$ cat src/rtl/usb_tgl_pkg.sv
package usb_tgl_pkg;
  typedef enum logic [1:0] {
    HS_NONE  = 2'b00,
    HS_ACK   = 2'b01,
    HS_NAK   = 2'b10,
    HS_STALL = 2'b11
  } hs_e;

  localparam int unsigned CTRL_PIPE = 0;
endpackage

$ cat src/rtl/usb_tgl_evt_dec.sv
module usb_tgl_evt_dec
  import usb_tgl_pkg::*;
#(
  parameter int unsigned NUM_PIPES = 8,
  parameter int unsigned PIPE_W    = 3
) (
  input  logic                 clk_i,
  input  logic                 rst_ni,
  input  logic                 valid_i,
  input  logic [PIPE_W-1:0]    pipe_i,
  input  logic                 dir_tx_i,
  input  logic [1:0]           hs_i,
  input  logic                 crc_err_i,
  input  logic [NUM_PIPES-1:0] iso_map_i,
  output logic [NUM_PIPES-1:0] tgl_o
);
  hs_e  hs;
  logic accepted;

  assign hs = hs_e'(hs_i);
  // tx: ACK came back; rx: ACK went out, only for clean data
  assign accepted = valid_i && (hs == HS_ACK) && (dir_tx_i || !crc_err_i);

  always_comb begin
    tgl_o = '0;
    for (int i = 0; i < NUM_PIPES; i++) begin
      if (accepted && (pipe_i == PIPE_W'(i)) && !iso_map_i[i]) tgl_o[i] = 1'b1;
    end
  end


  tgl_onehot_chk: assert property (@(posedge clk_i) disable iff (!rst_ni)
    $onehot0(tgl_o));


  tgl_iso_chk: assert property (@(posedge clk_i) disable iff (!rst_ni)
    (tgl_o & iso_map_i) == '0);
endmodule

$ cat src/rtl/usb_tgl_ctrl_stage.sv
module usb_tgl_ctrl_stage (
  input  logic clk_i,
  input  logic rst_ni,
  input  logic host_mode_i,
  input  logic setup_done_i,
  input  logic status_stage_i,
  output logic force_clr_o,
  output logic force_set_o
);
  // peripheral role only; setup end outranks status entry
  assign force_clr_o = !host_mode_i && setup_done_i;
  assign force_set_o = !host_mode_i && status_stage_i && !setup_done_i;


  force_excl_chk: assert property (@(posedge clk_i) disable iff (!rst_ni)
    !(force_clr_o && force_set_o));
endmodule

$ cat src/rtl/usb_tgl_bit.sv
module usb_tgl_bit (
  input  logic clk_i,
  input  logic rst_ni,
  input  logic clr_i,
  input  logic set_i,
  input  logic iso_i,
  input  logic force_clr_i,
  input  logic force_set_i,
  input  logic tgl_i,
  output logic q_o
);
  logic set_eff;
  logic q_d;

  assign set_eff = set_i && !iso_i;

  always_comb begin
    if (clr_i)            q_d = 1'b0;
    else if (set_eff)     q_d = 1'b1;
    else if (force_clr_i) q_d = 1'b0;
    else if (force_set_i) q_d = 1'b1;
    else if (tgl_i)       q_d = !q_o;
    else                  q_d = q_o;
  end

  always_ff @(posedge clk_i or negedge rst_ni) begin
    if (!rst_ni) q_o <= 1'b0;
    else         q_o <= q_d;
  end


  clr_chk: assert property (@(posedge clk_i) disable iff (!rst_ni)
    clr_i |=> !q_o);


  set_chk: assert property (@(posedge clk_i) disable iff (!rst_ni)
    (set_i && !iso_i && !clr_i) |=> q_o);


  iso_set_chk: assert property (@(posedge clk_i) disable iff (!rst_ni)
    (iso_i && !clr_i && !force_clr_i && !force_set_i && !tgl_i) |=> $stable(q_o));


  flip_chk: assert property (@(posedge clk_i) disable iff (!rst_ni)
    (tgl_i && !clr_i && !set_i && !force_clr_i && !force_set_i) |=> (q_o != $past(q_o)));
endmodule

$ cat src/rtl/usb_toggle_tracker.sv
module usb_toggle_tracker
  import usb_tgl_pkg::*;
#(
  parameter int unsigned NUM_PIPES = 8,
  localparam int unsigned PIPE_W   = (NUM_PIPES > 1) ? $clog2(NUM_PIPES) : 1
) (
  input  logic                 clk_i,
  input  logic                 rst_ni,
  input  logic                 host_mode_i,
  input  logic [NUM_PIPES-1:0] iso_map_i,
  input  logic                 evt_valid_i,
  input  logic [PIPE_W-1:0]    evt_pipe_i,
  input  logic                 evt_dir_tx_i,
  input  logic [1:0]           evt_hs_i,
  input  logic                 evt_crc_err_i,
  input  logic                 setup_done_i,
  input  logic                 status_stage_i,
  input  logic [NUM_PIPES-1:0] sw_clr_i,
  input  logic [NUM_PIPES-1:0] sw_set_i,
  output logic [NUM_PIPES-1:0] pid_o
);
  logic [NUM_PIPES-1:0] tgl;
  logic                 stg_clr;
  logic                 stg_set;

  usb_tgl_evt_dec #(
    .NUM_PIPES(NUM_PIPES),
    .PIPE_W   (PIPE_W)
  ) u_evt_dec (
    .clk_i    (clk_i),
    .rst_ni   (rst_ni),
    .valid_i  (evt_valid_i),
    .pipe_i   (evt_pipe_i),
    .dir_tx_i (evt_dir_tx_i),
    .hs_i     (evt_hs_i),
    .crc_err_i(evt_crc_err_i),
    .iso_map_i(iso_map_i),
    .tgl_o    (tgl)
  );

  usb_tgl_ctrl_stage u_ctrl_stage (
    .clk_i         (clk_i),
    .rst_ni        (rst_ni),
    .host_mode_i   (host_mode_i),
    .setup_done_i  (setup_done_i),
    .status_stage_i(status_stage_i),
    .force_clr_o   (stg_clr),
    .force_set_o   (stg_set)
  );

  for (genvar g = 0; g < NUM_PIPES; g++) begin : g_pipe
    logic fclr;
    logic fset;
    if (g == CTRL_PIPE) begin : g_ctrl
      assign fclr = stg_clr;
      assign fset = stg_set;
    end else begin : g_data
      assign fclr = 1'b0;
      assign fset = 1'b0;
    end

    usb_tgl_bit u_bit (
      .clk_i      (clk_i),
      .rst_ni     (rst_ni),
      .clr_i      (sw_clr_i[g]),
      .set_i      (sw_set_i[g]),
      .iso_i      (iso_map_i[g]),
      .force_clr_i(fclr),
      .force_set_i(fset),
      .tgl_i      (tgl[g]),
      .q_o        (pid_o[g])
    );
  end


  no_hs_stable_chk: assert property (@(posedge clk_i) disable iff (!rst_ni)
    (evt_valid_i && evt_hs_i != 2'b01 && sw_clr_i == '0 && sw_set_i == '0
     && !setup_done_i && !status_stage_i) |=> $stable(pid_o));


  host_stage_chk: assert property (@(posedge clk_i) disable iff (!rst_ni)
    (host_mode_i && !sw_clr_i[0] && !sw_set_i[0]
     && !(evt_valid_i && evt_pipe_i == '0 && evt_hs_i == 2'b01)) |=> $stable(pid_o[0]));


  setup_zero_chk: assert property (@(posedge clk_i) disable iff (!rst_ni)
    (!host_mode_i && setup_done_i && !sw_set_i[0]) |=> !pid_o[0]);


  status_one_chk: assert property (@(posedge clk_i) disable iff (!rst_ni)
    (!host_mode_i && status_stage_i && !setup_done_i && !sw_clr_i[0]) |=> pid_o[0]);
endmodule

$ cat config.mk
export PLATFORM = sky130hd
export DESIGN_NAME = usb_toggle_tracker
export DESIGN_NICKNAME = d
export VERILOG_FILES = /design/src/rtl/usb_tgl_pkg.sv /design/src/rtl/usb_tgl_evt_dec.sv /design/src/rtl/usb_tgl_ctrl_stage.sv /design/src/rtl/usb_tgl_bit.sv /design/src/rtl/usb_toggle_tracker.sv
export SDC_FILE = /design/constraint.sdc
export NUM_CORES = 1
export LEC_CHECK = 0
export ABC_AREA = 1
export BUFFER_PORTS_ARGS = -buffer_cell sky130_fd_sc_hd__buf_2
export CORE_AREA = 2 2 45 47
export CTS_CLUSTER_SIZE = 12
export DETAILED_ROUTE_END_ITERATION = 8
export DIE_AREA = 0 0 47 49
export PLACE_DENSITY = 0.74
export REMOVE_ABC_BUFFERS = 1
export SLEW_MARGIN = 20
export SYNTH_ARGS = -nofsm -noshare
export SYNTH_HDL_FRONTEND = slang
export SYNTH_SLANG_ARGS = --single-unit
$ cat constraint.sdc
create_clock -name clk_i -period 0.8 [get_ports clk_i]
set_input_delay 0.08 -clock clk_i [delete_from_list [all_inputs] [get_ports clk_i]]
set_output_delay 0.08 -clock clk_i [all_outputs]
set_load 0.05 [all_outputs]
### Word level (Yosys, flattened, before mapping)

Index checks and enable logic that the tools add are counted.

* register bits: 8
* output and inout port bits: 8
* word-level logic and storage cells: 108

* equality and inequality tests: 8
* muxes and demuxes: 34
* reduce and logical (&&, ||, !) cells: 58

Operators by type and width (count)
* 2-to-1 mux 1 bit: 34
* logical AND 1 bit: 29
* nonzero test 3 bit: 7
* zero test 1 bit: 19
* == test 3 bit, second input constant: 4
* == test 3 x 2 -> 1 bit, second input constant: 2
* nonzero test 5 bit: 1
* == test 3 x 1 -> 1 bit, second input constant: 1
* zero test 3 bit: 1
* == test 2 x 1 -> 1 bit, second input constant: 1
* logical OR 1 bit: 1

### Logic depth before layout (Yosys ltp)

* word-level depth: 11
* depth in mapped cells: 8
* gate-level depth less buffers: 8

### Cells and area by module

Synthesis repeated with hierarchy kept, for this count alone.

* cell total of the unflattened synthesis: 162
* area, all modules: 925.9 um^2

Modules (own cells, without submodules)
* usb_tgl_bit: times used 8, cells an instance 15, area each 95.1 um^2
* usb_tgl_evt_dec: times used 1, cells an instance 36, area each 140.1 um^2
* usb_tgl_ctrl_stage: times used 1, cells an instance 5, area each 21.3 um^2
* usb_toggle_tracker: times used 1, cells an instance 1, area each 3.8 um^2

### Worst setup path before layout

OpenSTA, ideal clock, no wires.

* path kind: register to register
* from: reg g_pipe[0].u_bit.q_o
* to: reg g_pipe[0].u_bit.q_o
* arrival time: 680 ps
* slack: 56 ps
* cell stages (with the launch flop): 6
* period minus slack after synthesis: 744 ps
* cell sequence: dfrtp_1 -> nand2_1 -> nand2_1 -> a21oi_1 -> nand2_1 -> nand2_1

* cells in the longest elaborated chain, start to end: 6

RTL lines
* from (decl): RTL line usb_tgl_bit.sv:10 `output logic q_o`
* from (signal assigned): RTL line usb_tgl_bit.sv:28 `else q_o <= q_d;`
* zero test 1 bit: RTL line usb_tgl_bit.sv:22 `else if (tgl_i) q_d = !q_o;`
* 2-to-1 mux 1 bit: RTL line usb_tgl_bit.sv:22
* 2-to-1 mux 1 bit: RTL line usb_tgl_bit.sv:21 `else if (force_set_i) q_d = 1'b1;`
* 2-to-1 mux 1 bit: RTL line usb_tgl_bit.sv:20 `else if (force_clr_i) q_d = 1'b0;`
* 2-to-1 mux 1 bit: RTL line usb_tgl_bit.sv:19 `else if (set_eff) q_d = 1'b1;`
* 2-to-1 mux 1 bit: RTL line usb_tgl_bit.sv:18 `if (clr_i) q_d = 1'b0;`

No other way between the ends. The select of a mux whose other input is x is not followed.
A chain may end at the register's enable or synchronous reset.

### Worst setup path in the final report

* from: reg g_pipe[1].u_bit.q_o
* to: out pid_o[1]

RTL lines
* from (decl): RTL line usb_tgl_bit.sv:10
* from (signal assigned): RTL line usb_tgl_bit.sv:28
* to (decl): RTL line usb_toggle_tracker.sv:20 `output logic [NUM_PIPES-1:0] pid_o`

No word-level cell between the ends.

==> metrics <==
ANT nets after route=0; final worst path period share=1.14; largest family of logic cells by synthesized area=simple AND/OR/NAND/NOR gates; total power=1.49 mW; commonest non-fill, non-tap cell in the layout=nand2_1; DR iter-0 viols=7; Yosys reg bits=8; Nets=202; max FFs per register=8; antenna cells=0; syn avg cell area=6.02 um^2; H-tree depth=1; post-synthesis mux area share=0; Final min period=0.912 ns; drt pass-1 iters=4; CP Cell Sequence=buf_6; vias in the first global route=869; max-cap viol count=0; Fin Setup TNS=-0.782 ns; Post-DP HPWL=1460 um; gpl congestion=0.643; Mapped Area=711 um^2; CTS tree=built; crit-path max FO=2; Seq/Total Area, Yosys=0.282; Root Buffer=clkbuf_4; DR vias/cell=4.57; status=finished with violations; largest registers=g_pipe.u_bit.q_o (8); Worst-Skew Late Latency=0.24 ns; Die Area=0.00230 mm^2; final setup fails=10; GR Overflow Total=0; row count=16; leak pwr=0.614 nW; Worst EP arrival=0.83 ns; relative max-transition margin=0.859; post-synthesis xor/xnor area fraction=0; WL per Instance=9.89 um; most frequent cells in the layout=39 x nand2_1, 36 x buf_2, 18 x inv_1; Cell variety after synth=12; Routed Wire Length=1880 um; IO Pins=45; P per Cell Area=1410 mW/mm^2; Crit. End Element=primary output; RSZ-0062 raised after global routing=yes; synthesis warning total=0; FMAX=1100 MHz; # DRC=0; crit-path max cell delay=0.41 ns; first-pass GRT wire length=3510 um; Setup CP Type=flip-flop to primary output; die span in y=49 um; pin count of the biggest net entering global routing=9; failing checks=negative setup slack; Hold Path Class=primary input to flip-flop; clock buffer depth=2; Slowest cell on crit path=dfrtp_1; Post-Synth Simple-Gate Area=0.426; Die X=47 um; Final Worst Setup Slack=-0.112 ns; total CTS buffers=3; layout cells sized above 1=0.362; Worst-Margin Slew=0.211 ns; Mapped Cells=118; core area=0.00184 mm^2; Largest delay share family, worst path=flip-flops; CP Buf/Inv Count=1; area grow syn2layout=48.4%; IO buf count=44; CTS clk-pin slew, worst paths=0.06 ns; initial antenna violation count=0; startpoint types=flip-flop; fraction of the mapped netlist area in compound gates=0.113; Biggest register=g_pipe.u_bit.q_o; Starting Density=0.386; CP required=0.72 ns; Worst Clk Skew=0 ns; Max Slew Vio Count=0; post-synthesis adder-cell area fraction=0; GRT Resource Usage Total=0.197; peak supply drop=0.878 mV; Hold Fails Final Rpt=0; clk sink count=8; vias after detailed routing=869
-- final timing paths --
check	startpoint	to	slack, ns	depth (start not counted)
min	sw_clr_i[1]	g_pipe[1].u_bit.q_o$_DFFE_PN0P_	0.08	4
min in group asynchronous	rst_ni	g_pipe[1].u_bit.q_o$_DFFE_PN0P_	0.23	2
min reg2reg	g_pipe[3].u_bit.q_o$_DFFE_PN0P_	g_pipe[3].u_bit.q_o$_DFFE_PN0P_	0.57	2
max	g_pipe[1].u_bit.q_o$_DFFE_PN0P_	pid_o[1]	-0.11	1
max reg2reg	g_pipe[0].u_bit.q_o$_DFFE_PN0P_	g_pipe[0].u_bit.q_o$_DFFE_PN0P_	-0.02	5
max in group asynchronous	rst_ni	g_pipe[7].u_bit.q_o$_DFFE_PN0P_	0.38	2
-- synth_stat cells --
cell type,number,share of area
nand2_1,39,0.21
inv_1,18,0.095
a21oi_1,16,0.11
nand3_1,11,0.077
buf_4,8,0.085
dfrtp_1,8,0.28
nand4_1,7,0.062
nor2_1,7,0.037
nand2_2,1,0.0088
nand3b_1,1,0.011
nor2_2,1,0.0088
nor2_4,1,0.016
-- repair_timing --
item / in CTS / in global routing
gates cloned: 0 / 0
endpoints found under the setup margin: 9 / 15
pin swaps: 4 / 11
buffers inserted: 4 / 0
hold buffers: 1 / 0
endpoints found under the hold margin: 8 / 0
gates resized for setup: 20 / 4
-- per-layer routing --
layer	track usage	up-vias	share of wire
met2	0.345	30	0.50
met1	0.256	376	0.45
met4	0.0278	0	0
li1	-	463	-
met5	0	-	0
met3	0.0259	0	0.055
-- cell families after synthesis --
family                 after synthesis
AND/OR/NAND/NOR                     68
buffers and inverters               26
flip-flops                           8
AO/OA/AOI/OAI                       16
-- power breakdown --
| part | total (mW) | internal (mW) | switching (mW) |
|---|---|---|---|
| Combinational | 0.676 | 0.286 | 0.390 |
| Sequential | 0.505 | 0.455 | 0.0503 |
| Clock | 0.306 | 0.172 | 0.135 |
| Total | 1.49 | 0.912 | 0.575 |
-- worst min-delay path: cells and delay by family --
family / cells / cell delay [ns]
buffers and inverters: 1 / 0.10
AO/OA/AOI/OAI: 1 / 0.03
AND/OR/NAND/NOR: 2 / 0.08
-- through the flow --
| stage | area, um^2 | hold WS (ns) | std cells | util | setup slack [ns] |
|---|---|---|---|---|---|
| after floorplan | 651 | -0.216 | 110 | - | -0.242 |
| after global placement | 912 | -0.0642 | 182 | 0.495 | -0.0791 |
| after detailed placement | 912 | -0.0571 | 182 | 0.495 | -0.100 |
| after CTS | 1040 | 0.0783 | 190 | 0.565 | -0.114 |
| after global routing | 1050 | 0.0890 | 190 | 0.573 | -0.147 |
| final | 1050 | 0.0799 | 190 | 0.573 | -0.112 |
-- cell type report --
type,count,area (um^2)
flip-flops and latches,8,200
inverters,18,67.6
well taps,27,33.8
clock buffers,3,22.5
multi-input cells,84,398
repair buffers,50,333
fillers,191,787
No activity file was read; power rests on OpenSTA's default activity.
